==> src/rtl/adc_seq_pkg.sv <==
package adc_seq_pkg;
  typedef enum logic [1:0] {
    ST_IDLE,
    ST_CONV,
    ST_EMPTY
  } seq_state_e;
endpackage

==> src/rtl/adc_seq_fsm.sv <==
module adc_seq_fsm
  import adc_seq_pkg::*;
#(
  parameter int NCH       = 4,
  parameter int DW        = 12,
  parameter int CONV_CYC  = 14,
  parameter bit TWOS_COMP = 1'b1
) (
  input  logic                     clk,
  input  logic                     rst,
  input  logic                     conv_start,
  input  logic                     cvt_tick,
  input  logic [NCH-1:0]           mask_sel,
  input  logic [NCH*DW-1:0]        smp_in,
  output logic                     busy,
  output logic                     eoc_n,
  output logic                     start_acc,
  output logic [NCH-1:0]           mask_lat,
  output logic                     wr_en,
  output logic [$clog2(NCH)-1:0]   wr_slot,
  output logic [DW-1:0]            wr_data
);
  localparam int CW = $clog2(NCH);
  localparam int TW = $clog2(CONV_CYC);
  localparam logic [TW-1:0] LAST_TICK = TW'(CONV_CYC - 1);

  seq_state_e    state;
  logic          start_q;
  logic          start_edge;
  logic [TW-1:0] tick_cnt;
  logic [CW-1:0] cur_ch;
  logic [CW-1:0] slot;
  logic [CW:0]   first_hit;
  logic [CW:0]   next_hit;
  logic [DW-1:0] raw_smp;
  logic [DW-1:0] coded;

  // lowest set bit of m at index >= from; MSB of the result flags a hit
  function automatic logic [CW:0] find_ch(input logic [NCH-1:0] m, input int from);
    logic [CW:0] r;
    r = '0;
    for (int i = NCH - 1; i >= 0; i--) begin
      if (m[i] && (i >= from)) r = {1'b1, CW'(i)};
    end
    return r;
  endfunction

  assign start_edge = conv_start & ~start_q;
  assign start_acc  = start_edge & (state == ST_IDLE);

  always_comb begin
    first_hit = find_ch(mask_sel, 0);
    next_hit  = find_ch(mask_lat, int'(cur_ch) + 1);
    raw_smp   = smp_in[cur_ch*DW +: DW];
  end

  generate
    if (TWOS_COMP) begin : g_twos
      assign coded = {~raw_smp[DW-1], raw_smp[DW-2:0]};
    end else begin : g_straight
      assign coded = raw_smp;
    end
  endgenerate

  always_ff @(posedge clk) begin
    if (rst) begin
      state    <= ST_IDLE;
      start_q  <= 1'b0;
      busy     <= 1'b0;
      eoc_n    <= 1'b1;
      tick_cnt <= '0;
      cur_ch   <= '0;
      slot     <= '0;
      mask_lat <= '0;
      wr_en    <= 1'b0;
      wr_slot  <= '0;
      wr_data  <= '0;
    end else begin
      start_q <= conv_start;
      eoc_n   <= 1'b1;
      wr_en   <= 1'b0;
      case (state)
        ST_IDLE: begin
          if (start_edge) begin
            mask_lat <= mask_sel;
            busy     <= 1'b1;
            slot     <= '0;
            tick_cnt <= '0;
            if (first_hit[CW]) begin
              cur_ch <= first_hit[CW-1:0];
              state  <= ST_CONV;
            end else begin
              state  <= ST_EMPTY;
            end
          end
        end
        ST_EMPTY: begin
          busy  <= 1'b0;
          state <= ST_IDLE;
        end
        ST_CONV: begin
          if (cvt_tick) begin
            if (tick_cnt == LAST_TICK) begin
              tick_cnt <= '0;
              eoc_n    <= 1'b0;
              wr_en    <= 1'b1;
              wr_slot  <= slot;
              wr_data  <= coded;
              slot     <= slot + 1'b1;
              if (next_hit[CW]) begin
                cur_ch <= next_hit[CW-1:0];
              end else begin
                busy  <= 1'b0;
                state <= ST_IDLE;
              end
            end else begin
              tick_cnt <= tick_cnt + 1'b1;
            end
          end
        end
        default: state <= ST_IDLE;
      endcase
    end
  end
endmodule

==> src/rtl/adc_host_if.sv <==
module adc_host_if #(
  parameter int NCH = 4
) (
  input  logic                   clk,
  input  logic                   rst,
  input  logic                   cs_n,
  input  logic                   rd_n,
  input  logic                   wr_n,
  input  logic [NCH-1:0]         db_in,
  input  logic                   start_acc,
  input  logic [NCH-1:0]         mask_lat,
  output logic [NCH-1:0]         chan_reg,
  output logic [$clog2(NCH)-1:0] rd_slot,
  output logic                   rd_en,
  output logic                   first_data
);
  localparam int CW = $clog2(NCH);

  logic        wr_q;
  logic        rd_q;
  logic        wr_rise;
  logic        rd_rise;
  logic [CW:0] nsel;
  logic [CW:0] ptr_inc;

  assign wr_rise    = wr_n & ~wr_q & ~cs_n & rd_n;
  assign rd_rise    = rd_n & ~rd_q & ~cs_n;
  assign nsel       = (CW+1)'($countones(mask_lat));
  assign ptr_inc    = {1'b0, rd_slot} + 1'b1;
  assign rd_en      = ~cs_n & ~rd_n;
  assign first_data = (rd_slot == '0);

  always_ff @(posedge clk) begin
    if (rst) begin
      wr_q     <= 1'b1;
      rd_q     <= 1'b1;
      chan_reg <= '0;
      rd_slot  <= '0;
    end else begin
      wr_q <= wr_n;
      rd_q <= rd_n;
      if (wr_rise) chan_reg <= db_in;
      if (start_acc) begin
        rd_slot <= '0;
      end else if (rd_rise) begin
        if (ptr_inc >= nsel) rd_slot <= '0;
        else                 rd_slot <= ptr_inc[CW-1:0];
      end
    end
  end
endmodule

==> src/rtl/adc_result_bank.sv <==
module adc_result_bank #(
  parameter int NCH = 4,
  parameter int DW  = 12
) (
  input  logic                   clk,
  input  logic                   rst,
  input  logic                   wr_en,
  input  logic [$clog2(NCH)-1:0] wr_slot,
  input  logic [DW-1:0]          wr_data,
  input  logic                   rd_en,
  input  logic [$clog2(NCH)-1:0] rd_slot,
  output logic [DW-1:0]          data_out,
  output logic                   data_oe
);
  logic [DW-1:0] mem [NCH];

  always_ff @(posedge clk) begin
    if (wr_en) mem[wr_slot] <= wr_data;
  end

  always_ff @(posedge clk) begin
    if (rst) begin
      data_out <= '0;
      data_oe  <= 1'b0;
    end else begin
      data_oe  <= rd_en;
      data_out <= rd_en ? mem[rd_slot] : '0;
    end
  end
endmodule

==> src/rtl/adc_seq_ctrl.sv <==
module adc_seq_ctrl #(
  parameter int NCH       = 4,
  parameter int DW        = 12,
  parameter int CONV_CYC  = 14,
  parameter bit TWOS_COMP = 1'b1
) (
  input  logic              clk,
  input  logic              rst,
  input  logic              conv_start,
  input  logic              cvt_tick,
  input  logic              sw_mode,
  input  logic [NCH-1:0]    hw_sel,
  input  logic              cs_n,
  input  logic              rd_n,
  input  logic              wr_n,
  input  logic [NCH-1:0]    db_in,
  input  logic [NCH*DW-1:0] smp_in,
  output logic              busy,
  output logic              eoc_n,
  output logic              first_data,
  output logic [DW-1:0]     data_out,
  output logic              data_oe
);
  localparam int CW = $clog2(NCH);

  logic [NCH-1:0] chan_reg;
  logic [NCH-1:0] mask_sel;
  logic [NCH-1:0] mask_lat;
  logic           start_acc;
  logic           wr_en;
  logic [CW-1:0]  wr_slot;
  logic [DW-1:0]  wr_data;
  logic [CW-1:0]  rd_slot;
  logic           rd_en;

  assign mask_sel = sw_mode ? chan_reg : hw_sel;

  adc_seq_fsm #(
    .NCH(NCH), .DW(DW), .CONV_CYC(CONV_CYC), .TWOS_COMP(TWOS_COMP)
  ) u_fsm (
    .clk(clk), .rst(rst), .conv_start(conv_start), .cvt_tick(cvt_tick),
    .mask_sel(mask_sel), .smp_in(smp_in), .busy(busy), .eoc_n(eoc_n),
    .start_acc(start_acc), .mask_lat(mask_lat), .wr_en(wr_en),
    .wr_slot(wr_slot), .wr_data(wr_data)
  );

  adc_host_if #(.NCH(NCH)) u_host (
    .clk(clk), .rst(rst), .cs_n(cs_n), .rd_n(rd_n), .wr_n(wr_n),
    .db_in(db_in), .start_acc(start_acc), .mask_lat(mask_lat),
    .chan_reg(chan_reg), .rd_slot(rd_slot), .rd_en(rd_en),
    .first_data(first_data)
  );

  adc_result_bank #(.NCH(NCH), .DW(DW)) u_bank (
    .clk(clk), .rst(rst), .wr_en(wr_en), .wr_slot(wr_slot),
    .wr_data(wr_data), .rd_en(rd_en), .rd_slot(rd_slot),
    .data_out(data_out), .data_oe(data_oe)
  );
endmodule

==> config.mk <==
export PLATFORM = sky130hd
export DESIGN_NAME = adc_seq_ctrl
export DESIGN_NICKNAME = d
export VERILOG_FILES = /design/src/rtl/adc_seq_pkg.sv /design/src/rtl/adc_seq_fsm.sv /design/src/rtl/adc_host_if.sv /design/src/rtl/adc_result_bank.sv /design/src/rtl/adc_seq_ctrl.sv
export SDC_FILE = /design/constraint.sdc
export NUM_CORES = 1
export LEC_CHECK = 0
export BUFFER_PORTS_ARGS = -buffer_cell sky130_fd_sc_hd__buf_2
export CORE_MARGIN = 5
export CORE_UTILIZATION = 40
export DETAILED_ROUTE_END_ITERATION = 8
export HOLD_SLACK_MARGIN = 0.15
export PLACE_DENSITY = 0.62
export SYNTH_ARGS = -nofsm -noshare
export SYNTH_HDL_FRONTEND = slang
export SYNTH_SLANG_ARGS = --single-unit
==> constraint.sdc <==
create_clock -name clk -period 2.12 [get_ports clk]
set_input_delay 0.318 -clock clk [delete_from_list [all_inputs] [get_ports clk]]
set_output_delay 0.318 -clock clk [all_outputs]
set_load 0.05 [all_outputs]
==> run_results.csv <==
group,metric,value,unit
status,status,"finished, violations left",
status,violations,"negative setup slack",
clocking,cts_sinks,101,
timing,timing_hold_violations_final,0,
timing,fin_hold_ws,195,ps
layout,n_antenna_cell,0,
yosys,synth_edf_count,48,
layout,multi_input_area,1810,µm²
floorplanning,core,10800,µm²
floorplanning,start_util,0.409,
yosys,ys.flop_type,"dfxtp_1",
critical_path,r2r_start,"u_fsm.mask_lat[1]$_SDFFE_PP0P_",
power_and_ir_drop,power_density,841,nW/µm²
timing,setup_ws,-54.5,ps
floorplanning,die_area,13300,µm²
routing,vias,2901,
worst_hold_path,hold_path_end,"u_host.chan_reg[3]$_SDFFE_PP0P_",
worst_hold_path,worstHoldStart,"db_in[3]",
layout,design_area,5250,µm²
clocking,insertion_delay,350,ps
layout,drive_gt1_frac,0.355,
routing,dr.pass1.iters,4,
routing,via_per_inst,5.01,
worst_hold_path,hold_path.class,"in2reg",
routing,drc,0,
placed_design,dp_slack,-148,ps
yosys,yosysWarningCount,0,
power_and_ir_drop,swShare,0.302,
power_and_ir_drop,p_seq_frac,0.495,
power_and_ir_drop,ir_drop,472,µV
layout,area_delta_synth_final,18.3,%
routing,first_iter_violations,106,
critical_path,reg2reg_depth,9,
global_routing,antenna_found_initial,1,
critical_path,crit_required,2390,ps
yosys,ys_seq_area_frac,0.564,
job,cap_viol_max_count,0,
timing,fin_crit,2170,ps
critical_path,rrSetupSlack,-50,ps
power_and_ir_drop,p_clk_frac,0.255,
critical_path,cp.arrival,2450,ps
timing,tightest_slew,641,ps
timing,rsz0062_at_grt,"true",
layout,reg_top3,"u_bank.mem: 48 flops, u_bank.data_out: 12 flops, u_fsm.wr_data: 12 flops",
yosys,ys_types,47,
placed_design,portBuffers,79,
timing,max_freq,460,MHz
placed_design,place_congestion,0.765,
yosys,synth_top_area_frac,0.325,
clocking,clk_pin_slew,100,ps
floorplanning,die_h,115,µm
power_and_ir_drop,switchingPower,1.33,mW
clocking,cts_tree,"built",
clocking,cts_buffers,9,
power_and_ir_drop,intPower,3.08,mW
clocking,htreeDepth,3,
critical_path,setup.worst_path.class,"reg2reg",
global_routing,grt_util_all_layers,0.143,
clocking,cts_root_buf,"clkbuf_8",
critical_path,crit_fanout,2,
global_routing,grt_pass1_vias,3060,
clocking,cts_buffer_depth,2,
timing,fin_crit_sh,1.03,
placed_design,hpwl,6580,µm
timing,setup_violations,2,
yosys,ys_ff_latch,101,
placed_design,dpl_cell_area,5010,µm²
floorplanning,ios,80,
layout,seq_area,2510,µm²
critical_path,cp-end-kind,"flip-flop",
timing,setup_tns,-94.3,ps
routing,ant_nets,0,
layout,largest_reg_flops,48,
floorplanning,rows,38,
floorplanning,die_width,115,µm
power_and_ir_drop,leakagePower,1.83,nW
yosys,async_flop_share,0,
yosys,synth_top_area_cell,"edfxtp_1",
yosys,syn_area,4440,µm²
timing,slew_viol_final,0,
yosys,synth_nets,425,
layout,fillers,1017,
yosys,synth_most_common_cell,"dfxtp_1",
power_and_ir_drop,p_comb_frac,0.250,
routing,avgRoutedWirePerCell,15.4,µm
timing,skew,11.0,ps
routing,wl,8910,µm
yosys,netlist_instances,347,
critical_path,reg2reg_to,"u_host.rd_slot[1]$_SDFFE_PP0P_",
timing,relSlewSlack,0.572,
critical_path,cp-start-kind,"flip-flop",
yosys,ys_top_cells_by_count,"dfxtp_1 (53), edfxtp_1 (48), nand2_1 (36)",
yosys,syn-mean-instance-area,12.8,µm²
global_routing,grt_max_degree,30,
global_routing,grt_first_pass_wirelength,15000,µm
yosys,synthTopCellsByArea,"edfxtp_1 (32%), dfxtp_1 (24%), mux4_2 (12%)",
global_routing,grt_overflow,0,
worst_hold_path,hold_depth,3,
layout,regMostFlops,"u_bank.mem",
layout,nNetsFinal,512,
[how the worst max path moves through the flow]
stage | from | endpoint | slack [ps] | cells past startpoint
after floorplan | u_fsm.mask_lat[2]$_SDFFE_PP0P_ | u_host.rd_slot[1]$_SDFFE_PP0P_ | 2 | 9
after global placement | u_fsm.mask_lat[0]$_SDFFE_PP0P_ | u_host.rd_slot[0]$_SDFFE_PP0P_ | -50 | 9
after detailed placement | u_fsm.mask_lat[0]$_SDFFE_PP0P_ | u_host.rd_slot[1]$_SDFFE_PP0P_ | -150 | 9
after CTS | u_fsm.mask_lat[1]$_SDFFE_PP0P_ | u_host.rd_slot[0]$_SDFFE_PP0P_ | -60 | 9
after global routing | u_fsm.mask_lat[1]$_SDFFE_PP0P_ | u_host.rd_slot[1]$_SDFFE_PP0P_ | -160 | 9
final | u_fsm.mask_lat[1]$_SDFFE_PP0P_ | u_host.rd_slot[1]$_SDFFE_PP0P_ | -50 | 9
[through the flow]
| step | power (mW) | instances | utilization |
|---|---|---|---|
| finish | 4.42 | 579 | 0.484 |
| global route | 4.70 | 579 | 0.484 |
| CTS | 4.45 | 579 | 0.484 |
| detailed placement | 3.28 | 562 | 0.462 |
| global placement | 3.25 | 562 | 0.462 |
| floorplan | 3.02 | 347 | - |
[final cells by class]
type	count	area share
flip-flops and latches	101	0.478
multi-input cells	212	0.345
repair buffers	95	0.0987
well taps	140	0.0334
clock buffers	9	0.0236
clock inverters	7	0.0110
inverters	15	0.0107
[kinds of logic (layout without fill, tap and decap cells)]
kind of cell / count (synthesis) / in the layout / synth area share
simple gates: 109 / 109 / 0.129
flops: 101 / 101 / 0.564
compound gates: 55 / 55 / 0.0798
mux: 34 / 34 / 0.145
buf+inv: 34 / 126 / 0.0409
fa+ha+maj: 14 / 14 / 0.0412
[what timing repair did]
action | in CTS | in global routing
endpoints found under the setup margin | 2 | 4
resized for setup | 8 | 2
setup buffers | 0 | 0
hold buffers | 1 | 0
endpoints found under the hold margin | 1 | 0
pin swaps | 2 | 1
[layout by cell type, fill, tap and decap left out, drive strengths merged, types with 5 or more instances in the layout]
cell type and n:
ha 13, a21oi 27, o21ai 5, nand3 7
nand2 36, a211oi 8, mux4 24, dfxtp 53
clkbuf 9, mux2i 9, edfxtp 48, nor2b 19
buf 94, inv 17, nor2 20
[worst max-delay path, cell delays in order, from the launching register on]
cell      delay [ps]
dfxtp_2          350
ha_4             270
ha_4             120
inv_2             30
fa_1             440
ha_1             280
a21o_1           160
a21oi_2          140
nand3_1          120
a211oi_2         180
[per-layer routing]
layer,part of all wire,GRT usage,up-vias
met5,0.00079,0,-
met4,0.012,0.0383,2
met3,0.035,0.0305,13
met2,0.53,0.254,45
met1,0.43,0.177,1402
li1,-,-,1439
[power by group through the flow]
stage / Combinational [mW] / Sequential, mW / Clock (mW)
detailed placement: 1.06 / 2.22 / 0
CTS: 1.11 / 2.18 / 1.16
floorplan: 0.772 / 2.25 / 0
global route: 1.25 / 2.20 / 1.26
global placement: 1.04 / 2.21 / 0
finish: 1.11 / 2.18 / 1.13
No activity file was read; power rests on OpenSTA's default activity.
